--- src/rtl/dbg_watch_pkg.sv ---
package dbg_watch_pkg;
  localparam int NUM_CMP  = 8;
  localparam int NUM_PAIR = NUM_CMP / 2;
  localparam int NUM_WP   = 6;
  localparam int IF_CMPS  = 4;   // comparators on fetch address
  localparam int LA_CMPS  = 2;   // comparators on load/store address
  localparam int AW       = 5;   // register word address width
  localparam int CTL_W    = 3;

  typedef enum logic [1:0] {
    COND_EQ = 2'd0,
    COND_NE = 2'd1,
    COND_LT = 2'd2,
    COND_GT = 2'd3
  } cond_e;

  typedef enum logic [1:0] {
    PAIR_OFF = 2'd0,
    PAIR_ONE = 2'd1,
    PAIR_AND = 2'd2,
    PAIR_OR  = 2'd3
  } pair_e;
endpackage

--- src/rtl/dbg_watch_regs.sv ---
module dbg_watch_regs
  import dbg_watch_pkg::*;
#(
  parameter int DW    = 32,
  parameter int CNT_W = 16
) (
  input  logic                       clk,
  input  logic                       rst,
  input  logic                       we,
  input  logic [AW-1:0]              addr,
  input  logic [DW-1:0]              wdata,
  output logic [DW-1:0]              rdata,
  output logic [NUM_CMP-1:0][DW-1:0] cmp_val,
  output logic [NUM_CMP-1:0][CTL_W-1:0] cmp_ctl,
  output logic [NUM_PAIR-1:0][1:0]   pair_mode,
  output logic [NUM_WP-1:0][CNT_W-1:0] cnt_preset,
  output logic [NUM_WP-1:0]          cnt_en,
  output logic [NUM_WP-1:0]          cnt_clr
);
  localparam logic [1:0] GRP_VAL = 2'd0;
  localparam logic [1:0] GRP_CTL = 2'd1;
  localparam logic [1:0] GRP_MIX = 2'd2;
  localparam logic [1:0] GRP_CNT = 2'd3;

  logic [1:0] grp;
  logic [2:0] idx;
  assign grp = addr[4:3];
  assign idx = addr[2:0];

  always_comb begin
    cnt_clr = '0;
    if (we && grp == GRP_CNT && int'(idx) < NUM_WP)
      cnt_clr[idx] = 1'b1;
  end

  always_ff @(posedge clk) begin
    if (rst) begin
      cmp_val    <= '0;
      cmp_ctl    <= '0;
      pair_mode  <= '0;
      cnt_preset <= '0;
      cnt_en     <= '0;
    end else if (we) begin
      case (grp)
        GRP_VAL: cmp_val[idx] <= wdata;
        GRP_CTL: cmp_ctl[idx] <= wdata[CTL_W-1:0];
        GRP_MIX: if (!idx[2]) pair_mode[idx[1:0]] <= wdata[1:0];
        default: if (int'(idx) < NUM_WP) begin
          cnt_preset[idx] <= wdata[CNT_W-1:0];
          cnt_en[idx]     <= wdata[CNT_W];
        end
      endcase
    end
  end

  logic [DW-1:0] rd_next;
  always_comb begin
    rd_next = '0;
    case (grp)
      GRP_VAL: rd_next = cmp_val[idx];
      GRP_CTL: rd_next[CTL_W-1:0] = cmp_ctl[idx];
      GRP_MIX: if (!idx[2]) rd_next[1:0] = pair_mode[idx[1:0]];
      default: if (int'(idx) < NUM_WP) begin
        rd_next[CNT_W-1:0] = cnt_preset[idx];
        rd_next[CNT_W]     = cnt_en[idx];
      end
    endcase
  end

  always_ff @(posedge clk) begin
    if (rst) rdata <= '0;
    else     rdata <= rd_next;
  end
endmodule

--- src/rtl/dbg_watch_cmp.sv ---
module dbg_watch_cmp
  import dbg_watch_pkg::*;
#(
  parameter int DW        = 32,
  parameter bit SIGNED_OK = 1'b0
) (
  input  logic             valid,
  input  logic [DW-1:0]    bus,
  input  logic [DW-1:0]    value,
  input  logic [CTL_W-1:0] ctl,
  output logic             hit
);
  logic lt, gt, eq;
  assign eq = (bus == value);

  generate
    if (SIGNED_OK) begin : g_sel
      always_comb begin
        if (ctl[2]) begin
          lt = $signed(bus) < $signed(value);
          gt = $signed(bus) > $signed(value);
        end else begin
          lt = bus < value;
          gt = bus > value;
        end
      end
    end else begin : g_uns
      assign lt = bus < value;
      assign gt = bus > value;
    end
  endgenerate

  always_comb begin
    case (cond_e'(ctl[1:0]))
      COND_EQ: hit = valid & eq;
      COND_NE: hit = valid & ~eq;
      COND_LT: hit = valid & lt;
      default: hit = valid & gt;
    endcase
  end
endmodule

--- src/rtl/dbg_watch_comb.sv ---
module dbg_watch_comb
  import dbg_watch_pkg::*;
(
  input  logic [NUM_CMP-1:0]      hits,
  input  logic [NUM_PAIR-1:0][1:0] pair_mode,
  output logic [NUM_WP-1:0]       wp
);
  logic [NUM_PAIR-1:0] pr;

  generate
    for (genvar p = 0; p < NUM_PAIR; p++) begin : g_pair
      always_comb begin
        case (pair_e'(pair_mode[p]))
          PAIR_OFF: pr[p] = 1'b0;
          PAIR_ONE: pr[p] = hits[2*p];
          PAIR_AND: pr[p] = hits[2*p] & hits[2*p+1];
          default:  pr[p] = hits[2*p] | hits[2*p+1];
        endcase
      end
    end
  endgenerate

  assign wp[NUM_PAIR-1:0] = pr;
  assign wp[4] = pr[2] & pr[3];
  assign wp[5] = pr[2] | pr[3];
endmodule

--- src/rtl/dbg_watch_cnt.sv ---
module dbg_watch_cnt #(
  parameter int CNT_W = 16
) (
  input  logic             clk,
  input  logic             rst,
  input  logic             en,
  input  logic [CNT_W-1:0] preset,
  input  logic             clr,
  input  logic             evt,
  output logic             bp
);
  logic [CNT_W-1:0] seen;
  logic [CNT_W:0]   nxt;
  logic             last;

  assign nxt  = {1'b0, seen} + 1'b1;
  assign last = (preset == '0) || (nxt >= {1'b0, preset});

  always_ff @(posedge clk) begin
    if (rst) begin
      seen <= '0;
      bp   <= 1'b0;
    end else begin
      bp <= 1'b0;
      if (clr) begin
        seen <= '0;
      end else if (en && evt) begin
        if (last) begin
          seen <= '0;
          bp   <= 1'b1;
        end else begin
          seen <= nxt[CNT_W-1:0];
        end
      end
    end
  end
endmodule

--- src/rtl/dbg_watch_unit.sv ---
module dbg_watch_unit
  import dbg_watch_pkg::*;
#(
  parameter int DW    = 32,
  parameter int CNT_W = 16
) (
  input  logic              clk,
  input  logic              rst,
  input  logic              cfg_we,
  input  logic [AW-1:0]     cfg_addr,
  input  logic [DW-1:0]     cfg_wdata,
  output logic [DW-1:0]     cfg_rdata,
  input  logic              if_valid,
  input  logic [DW-1:0]     if_addr,
  input  logic              ls_valid,
  input  logic [DW-1:0]     ls_addr,
  input  logic [DW-1:0]     ls_data,
  output logic [NUM_WP-1:0] wp_o,
  output logic [NUM_WP-1:0] bp_o
);
  logic [NUM_CMP-1:0][DW-1:0]      cmp_val;
  logic [NUM_CMP-1:0][CTL_W-1:0]   cmp_ctl;
  logic [NUM_PAIR-1:0][1:0]        pair_mode;
  logic [NUM_WP-1:0][CNT_W-1:0]    cnt_preset;
  logic [NUM_WP-1:0]               cnt_en;
  logic [NUM_WP-1:0]               cnt_clr;
  logic [NUM_CMP-1:0]              hits;
  logic [NUM_WP-1:0]               wp_next;

  dbg_watch_regs #(.DW(DW), .CNT_W(CNT_W)) u_regs (
    .clk(clk), .rst(rst), .we(cfg_we), .addr(cfg_addr), .wdata(cfg_wdata),
    .rdata(cfg_rdata), .cmp_val(cmp_val), .cmp_ctl(cmp_ctl),
    .pair_mode(pair_mode), .cnt_preset(cnt_preset), .cnt_en(cnt_en),
    .cnt_clr(cnt_clr)
  );

  generate
    for (genvar k = 0; k < NUM_CMP; k++) begin : g_cmp
      if (k < IF_CMPS) begin : g_if
        dbg_watch_cmp #(.DW(DW), .SIGNED_OK(1'b0)) u_cmp (
          .valid(if_valid), .bus(if_addr), .value(cmp_val[k]),
          .ctl(cmp_ctl[k]), .hit(hits[k]));
      end else if (k < IF_CMPS + LA_CMPS) begin : g_la
        dbg_watch_cmp #(.DW(DW), .SIGNED_OK(1'b0)) u_cmp (
          .valid(ls_valid), .bus(ls_addr), .value(cmp_val[k]),
          .ctl(cmp_ctl[k]), .hit(hits[k]));
      end else begin : g_ld
        dbg_watch_cmp #(.DW(DW), .SIGNED_OK(1'b1)) u_cmp (
          .valid(ls_valid), .bus(ls_data), .value(cmp_val[k]),
          .ctl(cmp_ctl[k]), .hit(hits[k]));
      end
    end
  endgenerate

  dbg_watch_comb u_comb (
    .hits(hits), .pair_mode(pair_mode), .wp(wp_next)
  );

  always_ff @(posedge clk) begin
    if (rst) wp_o <= '0;
    else     wp_o <= wp_next;
  end

  generate
    for (genvar w = 0; w < NUM_WP; w++) begin : g_cnt
      dbg_watch_cnt #(.CNT_W(CNT_W)) u_cnt (
        .clk(clk), .rst(rst), .en(cnt_en[w]), .preset(cnt_preset[w]),
        .clr(cnt_clr[w]), .evt(wp_next[w]), .bp(bp_o[w]));
    end
  endgenerate
endmodule

--- config.mk ---
export PLATFORM = sky130hd
export DESIGN_NAME = dbg_watch_unit
export DESIGN_NICKNAME = d
export VERILOG_FILES = /design/src/rtl/dbg_watch_pkg.sv /design/src/rtl/dbg_watch_regs.sv /design/src/rtl/dbg_watch_cmp.sv /design/src/rtl/dbg_watch_comb.sv /design/src/rtl/dbg_watch_cnt.sv /design/src/rtl/dbg_watch_unit.sv
export SDC_FILE = /design/constraint.sdc
export NUM_CORES = 2
export LEC_CHECK = 0
export BUFFER_PORTS_ARGS = -buffer_cell sky130_fd_sc_hd__buf_2
export CORE_MARGIN = 2
export CORE_UTILIZATION = 40
export CTS_CLUSTER_DIAMETER = 80
export CTS_CLUSTER_SIZE = 20
export DETAILED_ROUTE_END_ITERATION = 10
export SYNTH_ARGS = -nofsm -noshare
export SYNTH_HDL_FRONTEND = slang
export SYNTH_SLANG_ARGS = --single-unit
--- constraint.sdc ---
create_clock -name clk -period 11.7 [get_ports clk]
set_clock_uncertainty 0.15 [all_clocks]
set_input_delay 2.34 -clock clk [delete_from_list [all_inputs] [get_ports clk]]
set_output_delay 2.34 -clock clk [all_outputs]
set_load 0.02 [all_outputs]
Yosys cells after proc, flatten, opt, wreduce, memory -nomap -nowiden
Cells that the tools add are included.
{"block": "word_totals", "register_bits": 530, "inputBits": 138, "out_inout_bits": 44, "word_cells": 286}
{"block": "classes", "add_sub_neg": 6, "magnitude_cmp": 31, "n_eq_ne": 35, "muxes": 59, "bitwise": 59, "n_reduce_logical": 54}
{"operator": "greater-than comparator 32 bit", "n": 10}
{"operator": "< comparator 32 bit", "n": 10}
{"operator": "bitwise mux 256 bit", "n": 1}
{"operator": "== test 32 bit", "n": 8}
{"operator": "2-to-1 mux 16 bit", "n": 8}
{"operator": "adder 16 x 1 -> 17 bit, second input constant", "n": 6}
{"operator": "greater-or-equal comparator 17 x 16 -> 1 bit", "n": 6}
{"operator": "binary-select mux 32 bit (select 3 bit)", "n": 1}
{"operator": "bitwise mux 96 bit", "n": 1}
{"operator": "demux 32 bit (select 3 bit)", "n": 1}
{"operator": "zero test 16 bit", "n": 6}
{"operator": "2-to-1 mux 32 bit", "n": 2}
{"operator": "binary-select mux 16 bit (select 3 bit)", "n": 1}
{"operator": "demux 16 bit (select 3 bit)", "n": 1}
{"operator": "one-hot mux 1 bit (3 select lines)", "n": 13}
{"operator": "AND 1 bit", "n": 37}
{"operator": "== test 2 bit, second input constant", "n": 14}
{"operator": "one-hot mux 14 bit (2 select lines)", "n": 1}
{"operator": "== test 2 x 1 -> 1 bit, second input constant", "n": 13}
{"operator": "zero test 2 bit", "n": 13}
{"operator": "bitwise mux 24 bit", "n": 1}
{"operator": "OR reduction 3 bit", "n": 7}
{"operator": "2-to-1 mux 17 bit", "n": 1}
{"operator": "inverter 1 bit", "n": 17}
{"operator": "24 further kinds", "n": 65}

Logic depth before layout (Yosys ltp)
{"block": "depth", "ltp_word": 10, "depth_mapped": 19, "mapped_depth_nobuf": 17}

By module
From an unflattened synthesis, not the netlist that was laid out.
{"block": "unflattened", "hier_cells": 4130, "area_unflattened_um2": 33268.2}
{"mod": "dbg_watch_regs", "instances": 1, "cells_each": 2082, "area_per_inst_um2": 17792.1, "seq_area_each_um2": 8448.1}
{"mod": "dbg_watch_cnt", "instances": 6, "cells_each": 178, "area_per_inst_um2": 1417.6, "seq_area_each_um2": 340.3}
{"mod": "dbg_watch_cmp (g_cmp[0].g_if.u_cmp ...)", "instances": 6, "cells_each": 119, "area_per_inst_um2": 834.6, "seq_area_each_um2": 0.0}
{"mod": "dbg_watch_cmp (g_cmp[6].g_ld.u_cmp ...)", "instances": 2, "cells_each": 120, "area_per_inst_um2": 858.3, "seq_area_each_um2": 0.0}
{"mod": "dbg_watch_unit", "instances": 1, "cells_each": 12, "area_per_inst_um2": 157.7, "seq_area_each_um2": 120.1}
{"mod": "dbg_watch_comb", "instances": 1, "cells_each": 14, "area_per_inst_um2": 88.8, "seq_area_each_um2": 0.0}

Worst setup path after synthesis
No wires, ideal clock.
{"block": "synth_path", "kind": "input to register", "start": "input port ls_data[30]", "end": "register g_cnt[3].u_cnt.seen[12]", "setup_time_ns": 0.117, "t_arrival_ns": 4.943, "t_required_ns": 11.433, "setup_slack_ns": 6.490, "cell_stages": 13, "path_buffers": 2, "cell_sequence": "ha_1 a21oi_1 nand2_1 a221o_1 a211o_1 a31oi_1 xor2_1 a211oi_1 or3_1 buf_2 buf_4 o211ai_1 a32o_1"}
{"block": "synth_between", "elab_chain_cells": 7, "word_cells_on_any_way": 30, "classes_between": "order compare (8); eq/ne (2); mux (7); bitwise (12); reduce/logical (1)"}
{"item": "start: declaration", "line_no": "dbg_watch_unit.sv:17", "rtl": "input logic [DW-1:0] ls_data,"}
{"item": "greater-than comparator 32 bit, or another cell as far along", "line_no": "dbg_watch_cmp.sv:24", "rtl": "gt = bus > value;"}
{"item": "2-to-1 mux 1 bit or inverter 1 bit (tied branches)", "line_no": "dbg_watch_cmp.sv:19, dbg_watch_cmp.sv:36"}
{"item": "AND 1 bit (on tied branches)", "line_no": "dbg_watch_cmp.sv:38, dbg_watch_cmp.sv:36, dbg_watch_cmp.sv:37"}
{"item": "one-hot mux 1 bit (3 select lines)", "line_no": "dbg_watch_cmp.sv:34", "rtl": "case (cond_e'(ctl[1:0]))"}
{"item": "OR 1 bit or AND 1 bit (tied branches)", "line_no": "dbg_watch_comb.sv:17, dbg_watch_comb.sv:16"}
{"item": "one-hot mux 1 bit (3 select lines) (*)", "line_no": "dbg_watch_comb.sv:13", "rtl": "case (pair_e'(pair_mode[p]))"}
{"item": "logical AND 1 bit (*)", "line_no": "dbg_watch_cnt.sv:27", "rtl": "end else if (en && evt) begin"}
{"item": "end signal: assignment", "line_no": "dbg_watch_cnt.sv:32", "rtl": "seen <= nxt[CNT_W-1:0];"}
{"item": "end: declaration", "line_no": "dbg_watch_cnt.sv:12", "rtl": "logic [CNT_W-1:0] seen;"}
Every way passes the cells marked *; elsewhere a longest branch is shown, timed or not.
A chain may end at the register's enable or synchronous reset.

Worst setup path after layout
{"block": "layout_path", "start": "input port ls_data[31]", "end": "register g_cnt[5].u_cnt.seen[8]"}
{"block": "layout_between", "elab_chain_cells": 8, "word_cells_on_any_way": 31, "classes_between": "order compare (8); eq/ne (2); mux (7); bitwise (13); reduce/logical (1)"}
{"item": "greater-than comparator 32 bit, or another cell as far along", "line_no": "dbg_watch_cmp.sv:24"}
{"item": "2-to-1 mux 1 bit or inverter 1 bit (tied branches)", "line_no": "dbg_watch_cmp.sv:19, dbg_watch_cmp.sv:36"}
{"item": "AND 1 bit (on tied branches)", "line_no": "dbg_watch_cmp.sv:38, dbg_watch_cmp.sv:36, dbg_watch_cmp.sv:37"}
{"item": "one-hot mux 1 bit (3 select lines)", "line_no": "dbg_watch_cmp.sv:34"}
{"item": "OR 1 bit or AND 1 bit (tied branches)", "line_no": "dbg_watch_comb.sv:17, dbg_watch_comb.sv:16"}
{"item": "one-hot mux 1 bit (3 select lines) (*)", "line_no": "dbg_watch_comb.sv:13"}
{"item": "OR 1 bit (*)", "line_no": "dbg_watch_comb.sv:25", "rtl": "assign wp[5] = pr[2] | pr[3];"}
{"item": "logical AND 1 bit (*)", "line_no": "dbg_watch_cnt.sv:27"}
{"item": "end signal: assignment", "line_no": "dbg_watch_cnt.sv:32"}
{"item": "end: declaration", "line_no": "dbg_watch_cnt.sv:12"}
Marks and branches as above.

==> flow_metrics.env <==
export IMPL_grt_pass1_vias=28380
export IMPL_cts_setup_buffers=0
export IMPL_min_path_type="reg -> reg"
export IMPL_cts_root_buf="clkbuf_16"
export IMPL_synth_simple_area_share_pct=21.12
export IMPL_synth_top_family_by_area="simple AND/OR/NAND/NOR gates"
export IMPL_synth_xor_area_share_pct=2.287
export IMPL_yosysWarnings=0
export IMPL_crit_type="in -> reg"
export IMPL_via_per_inst=5.746
export IMPL_hold_viol_final=0
export IMPL_fp_row_count=105
export IMPL_antenna_found_initial=8
export IMPL_grt_usage_pct=26.01
export IMPL_clk_pin_slew_ns=0.08
export IMPL_cp_start_kind="primary input"
export IMPL_synth_compound_area_share_pct=16.09
export IMPL_final_util_pct=43.98
export IMPL_rsz0062_at_grt="no"
export IMPL_holdPathStages=2
export IMPL_ys_seq_area_share_pct=31.84
export IMPL_synth_edf_count=0
export IMPL_syn_nets=4746
export IMPL_worst_slew_pin_slew_ns=1.120
export IMPL_ys_ff_latch=530
export IMPL_drt_iter0_markers=3210
export IMPL_cap_violations=0
export IMPL_yosysTopAreaCell="dfxtp_1"
export IMPL_overflow=0
export IMPL_r2r_cells=11
export IMPL_setup_viol=0
export IMPL_synth_area_um2=33320
export IMPL_htreeDepth=2
export IMPL_place_area_um2=34880
export IMPL_status="complete, no violations"
export IMPL_synth_adder_area_share_pct=13.54
export IMPL_synthArstFlopShare_pct=0
export IMPL_start_util_pct=40.51
export IMPL_power_density_nw_per_um2=100.7
export IMPL_critPathSlowestCell="or3_1"
export IMPL_finalWeightedCongestion=0.9360
export IMPL_dr_pass1_iters=5
export IMPL_cpPeakStageDelay_ns=0.96
export IMPL_cts_tree="built"
export IMPL_regToRegSetupSlack_ns=6.94
export IMPL_worstPathMaxFanout=27
export IMPL_cts_max_path_buffers=3
export IMPL_ios=182
export IMPL_core_um2=82240
export IMPL_min_period_ns=6.199
export IMPL_ys_flop_type="dfxtp_1"
export IMPL_clk_latency_ns=0.60
export IMPL_relSlewSlack_pct=25.36
export IMPL_dieWidth_um=292.6
export IMPL_cts_buffers=38
export IMPL_dp_hpwl_mm=81.56
export IMPL_hold_buffers=0
export IMPL_synthMuxAreaShare_pct=7.796
export IMPL_required_ns=12.08
export IMPL_ir_worst_vdd_uv=87.88
export IMPL_max_freq_mhz=161.3
export IMPL_dieArea_um2=85620
export IMPL_final_net_count=4748
export IMPL_syn_to_final_growth_pct=8.550
export IMPL_die_height_um=292.6
export IMPL_worst_ep_arrival_time_ns=6.57
export IMPL_setup_tns_final_ns=0
export IMPL_fill_cells=8289
export IMPL_routedWlPerCell_um=21.37
export IMPL_synth_area_leaders="dfxtp_1 (32%), ha_1 (13%), nand2_1 (11%)"
export IMPL_yosysTopAreaCellShare_pct=31.84
export IMPL_cp_cell_sequence="buf_2 > ha_1 > nand4_1 > nor4_1 > a211o_1 > a31oi_1 > xor2_1 > a211oi_1 > or3_1 > o211ai_1 > o2bb2ai_1"
export IMPL_grt_pass1_wl_mm=173.4
export IMPL_wl_mm=114.3
export IMPL_cts_resized_gates=0
export IMPL_leakage_nw=13.04
export IMPL_fin_area_um2=36170
export IMPL_drv_slew=0
export IMPL_drc=0
export IMPL_grt_max_degree=97
export IMPL_r2r_end="g_cnt[5].u_cnt.seen[8]"
export IMPL_holdCritStartpoint="u_regs.cmp_val[36]"
export IMPL_syn_avg_cell_area_um2=7.840
export IMPL_post_route_period_util_pct=52.99
export IMPL_syn_inst=4250
export IMPL_hold_end="u_regs.cmp_val[36]"
export IMPL_critPathCaptureType="flip-flop"
export IMPL_drive_gt1_share_pct=9.474
export IMPL_synth_cell_type_count=85
export IMPL_num_vias=30730
export IMPL_cts_sinks=530
export IMPL_io_buffers=181
export IMPL_timing_rr_start="u_regs.cmp_val[255]"
export IMPL_drt_antenna_violating_nets=0
[worst max path at each step]
stage,to,startpoint,cells past startpoint
2_1_floorplan,g_cnt[3].u_cnt.seen[12],ls_data[30],13
3_3_place_gp,g_cnt[5].u_cnt.seen[8],ls_data[31],11
3_5_place_dp,g_cnt[5].u_cnt.seen[5],ls_data[31],11
4_1_cts,g_cnt[5].u_cnt.seen[8],ls_data[31],11
5_1_grt,g_cnt[5].u_cnt.seen[8],ls_data[31],11
6_report,g_cnt[5].u_cnt.seen[8],ls_data[31],11
[synthesized netlist by cell type, types with 26 or more instances]
master,count
a21o_1,50
a21oi_1,554
and3_1,43
clkbuf_1,197
dfxtp_1,530
ha_1,358
inv_1,374
mux2i_1,57
mux4_2,90
nand2_1,945
nand3_1,129
nand4_1,92
nor2_1,148
nor2b_1,32
nor3_1,43
nor4_1,40
o21ai_0,84
o22ai_1,26
xnor2_1,45
xor2_1,42
[critical path, delay by kind of cell]
| kind | cells | cell delay (ns) |
|---|---|---|
| AND/OR/NAND/NOR | 3 | 1.80 |
| AO/OA/AOI/OAI | 5 | 1.76 |
| adder cells (fa/ha/maj) | 1 | 0.33 |
| XOR/XNOR | 1 | 0.20 |
| buffers and inverters | 1 | 0.12 |
[cells by family after synthesis]
family,count (synthesis)
and+or+nand+nor,1579
AOI/OAI and AO/OA,916
buffers and inverters,630
DFF,530
adders and majority gates,361
muxes,147
xor gates and xnor gates,87
[where the power goes]
group	internal [mW]	leakage [nW]	switching [mW]
Combinational	0.118	8.14	0.244
Sequential	1.81	4.27	0.0112
Clock	0.711	0.625	0.746
Total	2.64	13.0	1.00
[per-stage QoR]
| stage | worst slack (ns) | hold WS, ns | power [mW] | instances |
|---|---|---|---|---|
| finish | 5.501 | 0.3072 | 3.644 | 5348 |
| global route | 5.366 | 0.3220 | 3.767 | 5346 |
| CTS | 5.590 | 0.3076 | 3.656 | 5345 |
| detailed placement | 4.994 | 0.2963 | 2.221 | 5282 |
| global placement | 4.984 | 0.2913 | 2.218 | 5282 |
| floorplan | 6.490 | 0.2831 | 2.083 | 4250 |
[cell usage in the layout (no fill, tap or decap), types with 45 or more instances in the layout]
master | synthesis | layout
nand2_1 | 945 | 941
xnor2_1 | 45 | 45
dfxtp_1 | 530 | 530
o21ai_0 | 84 | 84
a21oi_1 | 554 | 554
mux4_2 | 90 | 90
ha_1 | 358 | 358
a21o_1 | 50 | 50
mux2i_1 | 57 | 57
nor2_1 | 148 | 143
inv_1 | 374 | 374
nand4_1 | 92 | 92
nand3_1 | 129 | 129
buf_2 | 14 | 178
[cell type report]
cell class	instances	area, um^2	area share [%]
tap	1070	1339	3.702
clock inverter	14	176.4	0.4878
antenna	3	7.507	0.02076
timing repair buffer	217	1195	3.304
clock buffer	49	1106	3.058
inverter	375	1408	3.892
sequential	530	10610	29.34
multi-input combinational	3090	20330	56.20
[per-layer routing]
metal / global-route usage [%] / vias up / share of wire [%] / wire [um]
li1: - / 14710 / - / -
met5: 0 / - / 0.011 / 13
met1: 38.77 / 14650 / 46 / 52530
met3: 3.946 / 146 / 9.3 / 10620
met4: 5.779 / 2 / 2.2 / 2560
met2: 39.33 / 1225 / 42 / 48560
[state kept, by name, summed over array words and instances, names as in the netlist]
signal             flops
wp_o                   6
u_regs.cmp_val       256
u_regs.pair_mode       8
u_regs.cmp_ctl        24
g_cnt.u_cnt.seen      96
u_regs.cnt_preset     96
g_cnt.u_cnt.bp         6
u_regs.rdata          32
u_regs.cnt_en          6
No activity file was read; power rests on OpenSTA's default activity.
